$ cat config.mk
export PLATFORM = sky130hd
export DESIGN_NAME = pix_pack_top
export DESIGN_NICKNAME = d
export VERILOG_FILES = /design/src/rtl/pp_pkg.sv /design/src/rtl/pp_fmt_decode.sv /design/src/rtl/pp_pixel_encode.sv /design/src/rtl/pp_byte_packer.sv /design/src/rtl/pix_pack_top.sv
export SDC_FILE = /design/constraint.sdc
export NUM_CORES = 1
export LEC_CHECK = 0
export BUFFER_PORTS_ARGS = -buffer_cell sky130_fd_sc_hd__clkbuf_2
export CAP_MARGIN = 20
export CORE_MARGIN = 3
export CORE_UTILIZATION = 40
export CTS_CLUSTER_DIAMETER = 200
export CTS_CLUSTER_SIZE = 12
export DETAILED_ROUTE_END_ITERATION = 8
export MAX_ROUTING_LAYER = met4
export PLACE_DENSITY_LB_ADDON = 0.05
export SYNTH_ARGS = -nofsm -noshare
export SYNTH_HDL_FRONTEND = slang
export SYNTH_SLANG_ARGS = --single-unit
$ cat constraint.sdc
create_clock -name clk -period 3.32 [get_ports clk]
set_input_delay 0.664 -clock clk [delete_from_list [all_inputs] [get_ports clk]]
set_output_delay 0.664 -clock clk [all_outputs]
set_load 0.005 [all_outputs]
$ cat src/rtl/pp_pkg.sv
package pp_pkg;

    localparam int CH_W   = 8;
    localparam int LANES  = 4;
    localparam int WORD_W = LANES * 8;
    localparam int RES_W  = (LANES - 1) * 8;
    localparam int COMB_W = WORD_W + RES_W;
    localparam int CNT_W  = $clog2(2 * LANES);

    typedef enum logic [1:0] {
        DEP_4444 = 2'd0,
        DEP_565  = 2'd1,
        DEP_888  = 2'd2,
        DEP_8888 = 2'd3
    } depth_e;

    typedef struct packed {
        logic [RES_W-1:0]  acc;
        logic [CNT_W-1:0]  cnt;
        logic              flush;
        logic [WORD_W-1:0] o_data;
        logic [LANES-1:0]  o_strb;
        logic              o_last;
        logic              o_valid;
    } pack_state_t;

endpackage

$ cat src/rtl/pp_fmt_decode.sv
module pp_fmt_decode
    import pp_pkg::*;
(
    input  logic [3:0]       fmt,
    output depth_e           depth,
    output logic [1:0]       order,
    output logic [CNT_W-1:0] nbytes,
    output logic             bad
);

    always_comb begin
        depth = depth_e'(fmt[3:2]);
        bad   = ((fmt[3:2] == 2'b01) && !fmt[1]) ||
                ((fmt[3:2] == 2'b10) &&  fmt[1]);
        // three-channel layouts reuse the lower three slots of order 0/1
        order = (depth == DEP_565 || depth == DEP_888) ? {1'b0, fmt[0]} : fmt[1:0];
        unique case (depth)
            DEP_4444, DEP_565: nbytes = CNT_W'(2);
            DEP_888:           nbytes = CNT_W'(3);
            default:           nbytes = CNT_W'(4);
        endcase
        if (bad) nbytes = '0;
    end

endmodule

$ cat src/rtl/pp_pixel_encode.sv
module pp_pixel_encode
    import pp_pkg::*;
(
    input  logic [CH_W-1:0]   r,
    input  logic [CH_W-1:0]   g,
    input  logic [CH_W-1:0]   b,
    input  logic [CH_W-1:0]   a,
    input  depth_e            depth,
    input  logic [1:0]        order,
    input  logic              alpha_keep,
    input  logic              alpha_inv,
    output logic [WORD_W-1:0] pix
);

    logic [CH_W-1:0] alpha_v;
    logic [CH_W-1:0] ch3, ch2, ch1, ch0;

    always_comb begin
        if (alpha_keep) alpha_v = alpha_inv ? ~a : a;
        else            alpha_v = {CH_W{~alpha_inv}};

        unique case (order)
            2'd0:    begin ch3 = alpha_v; ch2 = b; ch1 = g; ch0 = r;       end
            2'd1:    begin ch3 = alpha_v; ch2 = r; ch1 = g; ch0 = b;       end
            2'd2:    begin ch3 = b;       ch2 = g; ch1 = r; ch0 = alpha_v; end
            default: begin ch3 = r;       ch2 = g; ch1 = b; ch0 = alpha_v; end
        endcase

        unique case (depth)
            DEP_4444: pix = {16'h0, ch3[7:4], ch2[7:4], ch1[7:4], ch0[7:4]};
            DEP_565:  pix = {16'h0, ch2[7:3], ch1[7:2], ch0[7:3]};
            DEP_888:  pix = {8'h0, ch2, ch1, ch0};
            default:  pix = {ch3, ch2, ch1, ch0};
        endcase
    end

endmodule

$ cat src/rtl/pp_byte_packer.sv
module pp_byte_packer
    import pp_pkg::*;
(
    input  logic              clk,
    input  logic              rst_n,
    input  logic [WORD_W-1:0] pix,
    input  logic [CNT_W-1:0]  nbytes,
    input  logic              eol,
    input  logic              in_valid,
    output logic              in_ready,
    input  logic [LANES-1:0]  lane_en,
    output logic              out_valid,
    input  logic              out_ready,
    output logic [WORD_W-1:0] out_data,
    output logic [LANES-1:0]  out_strb,
    output logic              out_last
);

    localparam logic [CNT_W-1:0] LANES_C = CNT_W'(LANES);

    pack_state_t       s_d, s_q;
    logic              slot_free;
    logic [CNT_W-1:0]  total;
    logic [COMB_W-1:0] merged;

    function automatic logic [LANES-1:0] low_mask(input logic [CNT_W-1:0] k);
        logic [LANES-1:0] m;
        for (int i = 0; i < LANES; i++) m[i] = (i < int'(k));
        return m;
    endfunction

    always_comb begin
        s_d       = s_q;
        slot_free = !s_q.o_valid || out_ready;
        total     = s_q.cnt + nbytes;
        merged    = {{WORD_W{1'b0}}, s_q.acc} |
                    ({{RES_W{1'b0}}, pix} << {s_q.cnt, 3'b000});

        if (s_q.o_valid && out_ready) s_d.o_valid = 1'b0;

        if (s_q.flush) begin
            if (slot_free) begin
                s_d.o_data  = {{(WORD_W-RES_W){1'b0}}, s_q.acc};
                s_d.o_strb  = low_mask(s_q.cnt) & lane_en;
                s_d.o_last  = 1'b1;
                s_d.o_valid = 1'b1;
                s_d.acc     = '0;
                s_d.cnt     = '0;
                s_d.flush   = 1'b0;
            end
        end else if (in_valid && slot_free && nbytes != '0) begin
            if (total >= LANES_C) begin
                s_d.o_data  = merged[WORD_W-1:0];
                s_d.o_strb  = lane_en;
                s_d.o_last  = eol && (total == LANES_C);
                s_d.o_valid = 1'b1;
                s_d.acc     = merged[COMB_W-1:WORD_W];
                s_d.cnt     = total - LANES_C;
                s_d.flush   = eol && (total > LANES_C);
            end else if (eol) begin
                s_d.o_data  = merged[WORD_W-1:0];
                s_d.o_strb  = low_mask(total) & lane_en;
                s_d.o_last  = 1'b1;
                s_d.o_valid = 1'b1;
                s_d.acc     = '0;
                s_d.cnt     = '0;
            end else begin
                s_d.acc     = merged[RES_W-1:0];
                s_d.cnt     = total;
            end
        end
    end

    always_ff @(posedge clk or negedge rst_n) begin
        if (!rst_n) s_q <= '0;
        else        s_q <= s_d;
    end

    assign in_ready  = !s_q.o_valid || out_ready ? !s_q.flush : 1'b0;
    assign out_valid = s_q.o_valid;
    assign out_data  = s_q.o_data;
    assign out_strb  = s_q.o_strb;
    assign out_last  = s_q.o_last;

endmodule

$ cat src/rtl/pix_pack_top.sv
module pix_pack_top
    import pp_pkg::*;
(
    input  logic              clk,
    input  logic              rst_n,
    input  logic [3:0]        cfg_fmt,
    input  logic              cfg_alpha_keep,
    input  logic              cfg_alpha_inv,
    input  logic [LANES-1:0]  cfg_lane_en,
    input  logic              in_valid,
    output logic              in_ready,
    input  logic [CH_W-1:0]   in_r,
    input  logic [CH_W-1:0]   in_g,
    input  logic [CH_W-1:0]   in_b,
    input  logic [CH_W-1:0]   in_a,
    input  logic              in_eol,
    output logic              out_valid,
    input  logic              out_ready,
    output logic [WORD_W-1:0] out_data,
    output logic [LANES-1:0]  out_strb,
    output logic              out_last,
    output logic              fmt_err
);

    depth_e            depth;
    logic [1:0]        order;
    logic [CNT_W-1:0]  nbytes;
    logic [WORD_W-1:0] pix;

    pp_fmt_decode u_dec (
        .fmt    (cfg_fmt),
        .depth  (depth),
        .order  (order),
        .nbytes (nbytes),
        .bad    (fmt_err)
    );

    pp_pixel_encode u_enc (
        .r          (in_r),
        .g          (in_g),
        .b          (in_b),
        .a          (in_a),
        .depth      (depth),
        .order      (order),
        .alpha_keep (cfg_alpha_keep),
        .alpha_inv  (cfg_alpha_inv),
        .pix        (pix)
    );

    pp_byte_packer u_pack (
        .clk       (clk),
        .rst_n     (rst_n),
        .pix       (pix),
        .nbytes    (nbytes),
        .eol       (in_eol),
        .in_valid  (in_valid),
        .in_ready  (in_ready),
        .lane_en   (cfg_lane_en),
        .out_valid (out_valid),
        .out_ready (out_ready),
        .out_data  (out_data),
        .out_strb  (out_strb),
        .out_last  (out_last)
    );

endmodule

# Word-level counts from Yosys, hierarchy flattened
# Index checks and enable logic that the tools add are counted.
# word_totals
input_bits,47
out_inout_bits,40
wordCells,73
ff_bits,66
# classes
shift,1
add_sub_neg,2
n_eq_ne,6
mux,20
n_bitwise,5
order_cmp,10
reduce_logical,22
# ops
op,n
66-bit two-way mux,3
32-bit case mux with 3 select lines,1
38-bit two-way mux,2
8-bit case mux with 2 select lines,4
24-bit by 56-bit OR with 56-bit output,1
32-bit by 6-bit << shifter with 56-bit output,1
27-bit two-way mux,2
8-bit two-way mux,2
1-bit by 3-bit < comparator with 1-bit output (first input constant),4
2-bit by 3-bit < comparator with 1-bit output (first input constant),4
4-bit bitwise AND,2
8-bit NOT,1
1-bit logical AND,7
3-bit case mux with 2 select lines,1
3-bit nonzero test,2
2-bit by 1-bit equality test with 1-bit output (second input constant),2
2-bit equality test (second input constant),2
2-bit zero test,2
2-bit OR reduction,2
3-bit adder,1
3-bit equality test (second input constant),1
3-bit >= comparator (second input constant),1
3-bit > comparator (second input constant),1
1-bit zero test,3
10 further kinds,14

# Depth between registers and ports, before layout
# depth
ltp_word,13
depth_mapped,14
depth_no_buf,12

# Cells and area by module
# From an unflattened synthesis, not the netlist that was laid out.
# hier_totals
hier_cells,631
area_unflattened_um2,5626.6
# modules_own_cells
mod,area_per_inst_um2,seq_area_each_um2,cells_each,instances
pp_byte_packer,4201.5,1651.6,406,1
pp_pixel_encode,1317.5,0.0,213,1
pp_fmt_decode,107.6,0.0,12,1

# Least setup slack after synthesis
# OpenSTA, ideal clock, no wires.
# synth_timing
path_type,input to register
start,input cfg_fmt[2]
end,register u_pack.s_q[58] (netlist bit)
arrival_ns,3.358
path_buffers,2
slack_ns,-0.177
stages,13
t_required_ns,3.182
path_cell_list,inv_1 -> ha_1 -> mux2i_2 -> and2_1 -> ha_1 -> fa_1 -> xor3_2 -> nor3_1 -> a21o_1 -> buf_2 -> buf_4 -> a2111oi_0 -> o21ai_1
# synth_via
elab_chain_cells,13
# synth_lines
item,line_no,rtl
start: declaration,pix_pack_top.sv:6,"input logic [3:0] cfg_fmt,"
2-bit by 1-bit equality test with 1-bit output or 2-bit equality test (tied branches),--,
1-bit logical OR,pp_fmt_decode.sv:16,"order = (depth == DEP_565 || depth == DEP_888) ? {1'b0, fmt[0]} : fmt[1:0];"
2-bit two-way mux,pp_fmt_decode.sv:16,
2-bit by 1-bit equality test with 1-bit output or 2-bit zero test (tied branches),pp_pixel_encode.sv:22,unique case (order)
2-bit OR reduction (no source line),--,
8-bit case mux with 2 select lines,pp_pixel_encode.sv:22,
32-bit case mux with 3 select lines,pp_pixel_encode.sv:29,unique case (depth)
32-bit by 6-bit << shifter with 56-bit output,pp_byte_packer.sv:37,"({{RES_W{1'b0}}, pix} << {s_q.cnt, 3'b000});"
24-bit by 56-bit OR with 56-bit output,pp_byte_packer.sv:36,"merged = {{WORD_W{1'b0}}, s_q.acc} |"
27-bit two-way mux,pp_byte_packer.sv:60,end else if (eol) begin
27-bit two-way mux,pp_byte_packer.sv:52,if (total >= LANES_C) begin
66-bit two-way mux,pp_byte_packer.sv:51,end else if (in_valid && slot_free && nbytes != '0) begin
66-bit two-way mux,pp_byte_packer.sv:41,if (s_q.flush) begin
end signal: assignment,pp_byte_packer.sv:75,if (!rst_n) s_q <= '0;
end signal: assignment,pp_byte_packer.sv:76,else s_q <= s_d;
end: declaration,pp_byte_packer.sv:21,"pack_state_t s_d, s_q;"
# Several ways; a longest one is shown, not always the timed one. The select of a mux whose other input is x is not followed.
# A chain may end at the register's enable or synchronous reset.

# Final worst setup path
# layout_timing
start,input cfg_fmt[2]
end,"register u_pack.s_q, in the netlist u_pack.out_data[28]"
# layout_via
elab_chain_cells,13
# layout_lines
item,line_no
2-bit by 1-bit equality test with 1-bit output or 2-bit equality test (tied branches),--
1-bit logical OR,pp_fmt_decode.sv:16
2-bit two-way mux,pp_fmt_decode.sv:16
2-bit by 1-bit equality test with 1-bit output or 2-bit zero test (tied branches),pp_pixel_encode.sv:22
2-bit OR reduction (no source line),--
8-bit case mux with 2 select lines,pp_pixel_encode.sv:22
32-bit case mux with 3 select lines,pp_pixel_encode.sv:29
32-bit by 6-bit << shifter with 56-bit output,pp_byte_packer.sv:37
24-bit by 56-bit OR with 56-bit output,pp_byte_packer.sv:36
38-bit two-way mux,pp_byte_packer.sv:60
38-bit two-way mux,pp_byte_packer.sv:52
66-bit two-way mux,pp_byte_packer.sv:51
66-bit two-way mux,pp_byte_packer.sv:41
# Several ways; a longest one is shown, not always the timed one. The select of a mux whose other input is x is not followed.

==> results by group <==
Timing
  – Fmax: 326.1 MHz
  – RSZ-0062 raised after global routing: false
  – WHS: 0.3452 ns
  – Final Setup Violations: 0
  – Crit path time final: 3.067 ns
  – Pins Over Slew Limit: 0
  – Final period util: 92.37%
  – Clock Skews: 0.01098 ns
  – Slew @ Worst Pin: 0.6255 ns
  – Worst slew margin relative to its limit: 58.15%
  – Fin. Hold Viols: 0

CTS
  – Cts repair resizes: 0
  – H-tree Lvls: 3
  – CTS Buffer Depth: 2
  – CTS root buf: clkbuf_16
  – CTS Hold Buffers Added: 0
  – Clk sinks: 66
  – CTS Buf Count: 9
  – Clock slew at reported path FFs: 0.06 ns
  – Post-CTS Setup Inserts: 0
  – Worst-Skew Late Latency: 0.34 ns
  – TritonCTS clock tree: done

Detailed routing
  – Post-DR vias/cell: 5.944
  – Wire per inst: 21.36 µm
  – Pre-Repair DR Iteration Count: 5
  – Vias: 5451
  – ANT nets after route: 0
  – Initial DRC Count: 487
  – Drt drc: 0
  – WL final: 19.59 mm

Final layout
  – Fraction of layout instances using a drive strength above 1: 25.10%
  – Filler cells: 1279
  – P&R area growth vs syn: 20.86%
  – Layout Cells excl Fill: 917
  – Fin area: 6314 µm²
  – Ant. Diodes: 0
  – # nets final: 796

Global routing
  – Largest net degree at the start of global routing: 34
  – Total grt overflow: 0
  – Initial antenna violation count: 0
  – Tot GR Track Use: 27.66%
  – First-pass GRT wire length: 30.26 mm
  – Vias in the first global route: 5290

Worst setup path
  – Critical Path Fanout Max: 6
  – Reg2reg setup slack: 0.81 ns
  – RR Startpoint: u_pack.s_q[39]
  – Crit path launch type: input pin
  – Worst EP arrival: 3.31 ns
  – Reg2reg end: u_pack.out_data[28]
  – CP Capture Type: flop
  – Worst path required time: 3.56 ns
  – Reg2Reg Depth: 9
  – Crit Path Class: input pin to flop

Floorplan
  – I/O pins: 87
  – Row Count: 41
  – Die H: 120.3 µm
  – Initial core utilization: 41.23%
  – Core area: 12670 µm²
  – Die X: 120.3 µm
  – Die Area: 14470 µm²

Yosys
  – Share of the synthesized area in the top cell type: 31.62%
  – Ranking of synthesized cells by area: dfrtp_1 (32%), mux2i_1 (6.7%), buf_4 (5.5%), nand2_1 (5.2%), nor2_1 (3.7%)
  – Netlist cell types: 68
  – Ys flop type: dfrtp_1
  – Sequential area share after synthesis: 31.62%
  – Yosys warns: 0
  – Most instantiated cells after synthesis: nand2_1 (72), dfrtp_1 (66), nor2_1 (51)
  – Synthesized area per cell: 8.137 µm²
  – Post-Synthesis Cell Area: 5224 µm²
  – Flops & latches, synth: 66
  – Post-synthesis cell count: 642
  – Asr flop ratio synth: 100.0%
  – Most frequent cell after synthesis: nand2_1
  – Cell taking the most area after synthesis: dfrtp_1
  – Post-synth EDFFs: 0
  – Synth Net Count: 697

Worst hold path
  – HP Class: input pin to async pin

Place
  – Post-DP HPWL: 15.48 mm
  – Port Buf Inserts: 86
  – Post-Place Cells: 902
  – Area after DPL: 6053 µm²
  – RD Place Congestion: 0.9523

Power
  – P_leak: 2.934 nW
  – Cell area power density: 705.1 nW/µm²
  – Maximum VDD drop: 0.2418 mV

Outcome
  – Status: finished clean

Job
  – Max cap viols: 0
[report_power, final]
group / leakage (nW) / internal (W) / switching [W] / total [W]
sequential: 0.849 / 0.00115 / 0.000201 / 0.00135
combinational: 1.96 / 0.000906 / 0.00134 / 0.00225
clock: 0.127 / 0.000495 / 0.000359 / 0.000854
[worst max-delay path by stage]
stage	from	to	slack [ns]	cells past startpoint
CTS	cfg_fmt[2]	u_pack.out_data[28]	0.24	14
finish	cfg_fmt[2]	u_pack.out_data[28]	0.25	14
floorplan	cfg_fmt[2]	u_pack.s_q[44]	0.001	12
global route	cfg_fmt[2]	u_pack.out_data[26]	0.05	13
detailed placement	cfg_fmt[2]	u_pack.out_data[26]	-0.09	13
global placement	cfg_fmt[2]	u_pack.s_q[58]	-0.001	13
[layout by cell type (no fill, tap or decap), drive strengths merged, types with 5 or more instances in the layout]
| cell type | instances |
|---|---|
| clkbuf | 94 |
| buf | 81 |
| nand2 | 72 |
| dfrtp | 66 |
| o21ai | 59 |
| nor2 | 51 |
| a21oi | 37 |
| mux2i | 36 |
| o211ai | 24 |
| o22ai | 18 |
| a22oi | 18 |
| nand3 | 17 |
| inv | 15 |
| nor2b | 14 |
| o221ai | 10 |
| xnor2 | 9 |
| nor3 | 9 |
| a211oi | 7 |
| ha | 7 |
| and2 | 7 |
| a221o | 6 |
| a31oi | 6 |
| clkinv | 6 |
| o21a | 5 |
| a22o | 5 |
| a32oi | 5 |
[through the flow]
step	util [%]	TNS (ns)	total power [W]	setup WS (ns)
floorplan	-	0	0.002830	0.001111
global placement	47.77	-0.001132	0.003556	-0.001132
detailed placement	47.77	-0.6020	0.003580	-0.09145
CTS	49.83	0	0.004443	0.2381
global route	49.83	0	0.004728	0.04938
finish	49.83	0	0.004452	0.2532
[critical path, cell delays in order]
cell and delay [ns]:
clkbuf_2 0.11, inv_1 0.10, ha_1 0.20, mux2i_2 0.08, and2_1 0.16, ha_1 0.19, fa_1 0.44, xor3_2 0.29
or2_1 0.18, nand2_1 0.11, buf_4 0.16, nor2_1 0.24, o21ai_0 0.18, a22oi_1 0.20
[area by class of cell]
| class | count | area (µm²) | share of cell area [%] |
|---|---|---|---|
| multi-input combinational | 481 | 3029 | 47.98 |
| sequential | 66 | 1652 | 26.16 |
| timing repair buffer | 166 | 1094 | 17.32 |
| clock buffer | 9 | 225.2 | 3.567 |
| tap | 172 | 215.2 | 3.409 |
| inverter | 17 | 63.81 | 1.011 |
| clock inverter | 6 | 35.03 | 0.5549 |
[metal layers]
metal  global-route usage [%]  routed length (µm)  share of wire [%]
met4                    6.374                 347                1.8
met5                        -                   0                  0
met1                    38.69                8893                 45
met2                    43.55                9085                 46
met3                    3.134                1265                6.5
[registers in the layout (all words and copies together) (netlist names)]
| register | flops |
|---|---|
| u_pack.out_data | 32 |
| u_pack.s_q | 28 |
| u_pack.out_strb | 4 |
| u_pack.out_last | 1 |
| u_pack.out_valid | 1 |
[logic make-up (layout without fill, tap and decap cells)]
family,Yosys count,count (layout),synth area share [%]
fa+ha+maj,8,8,2.060
simple gates,195,195,17.25
compound gates,230,230,29.32
xor+xnor,11,11,2.156
flops,66,66,31.62
buf+inv,95,198,10.42
mux,37,37,7.186
Note: power is estimated with default switching activity, not from simulation.
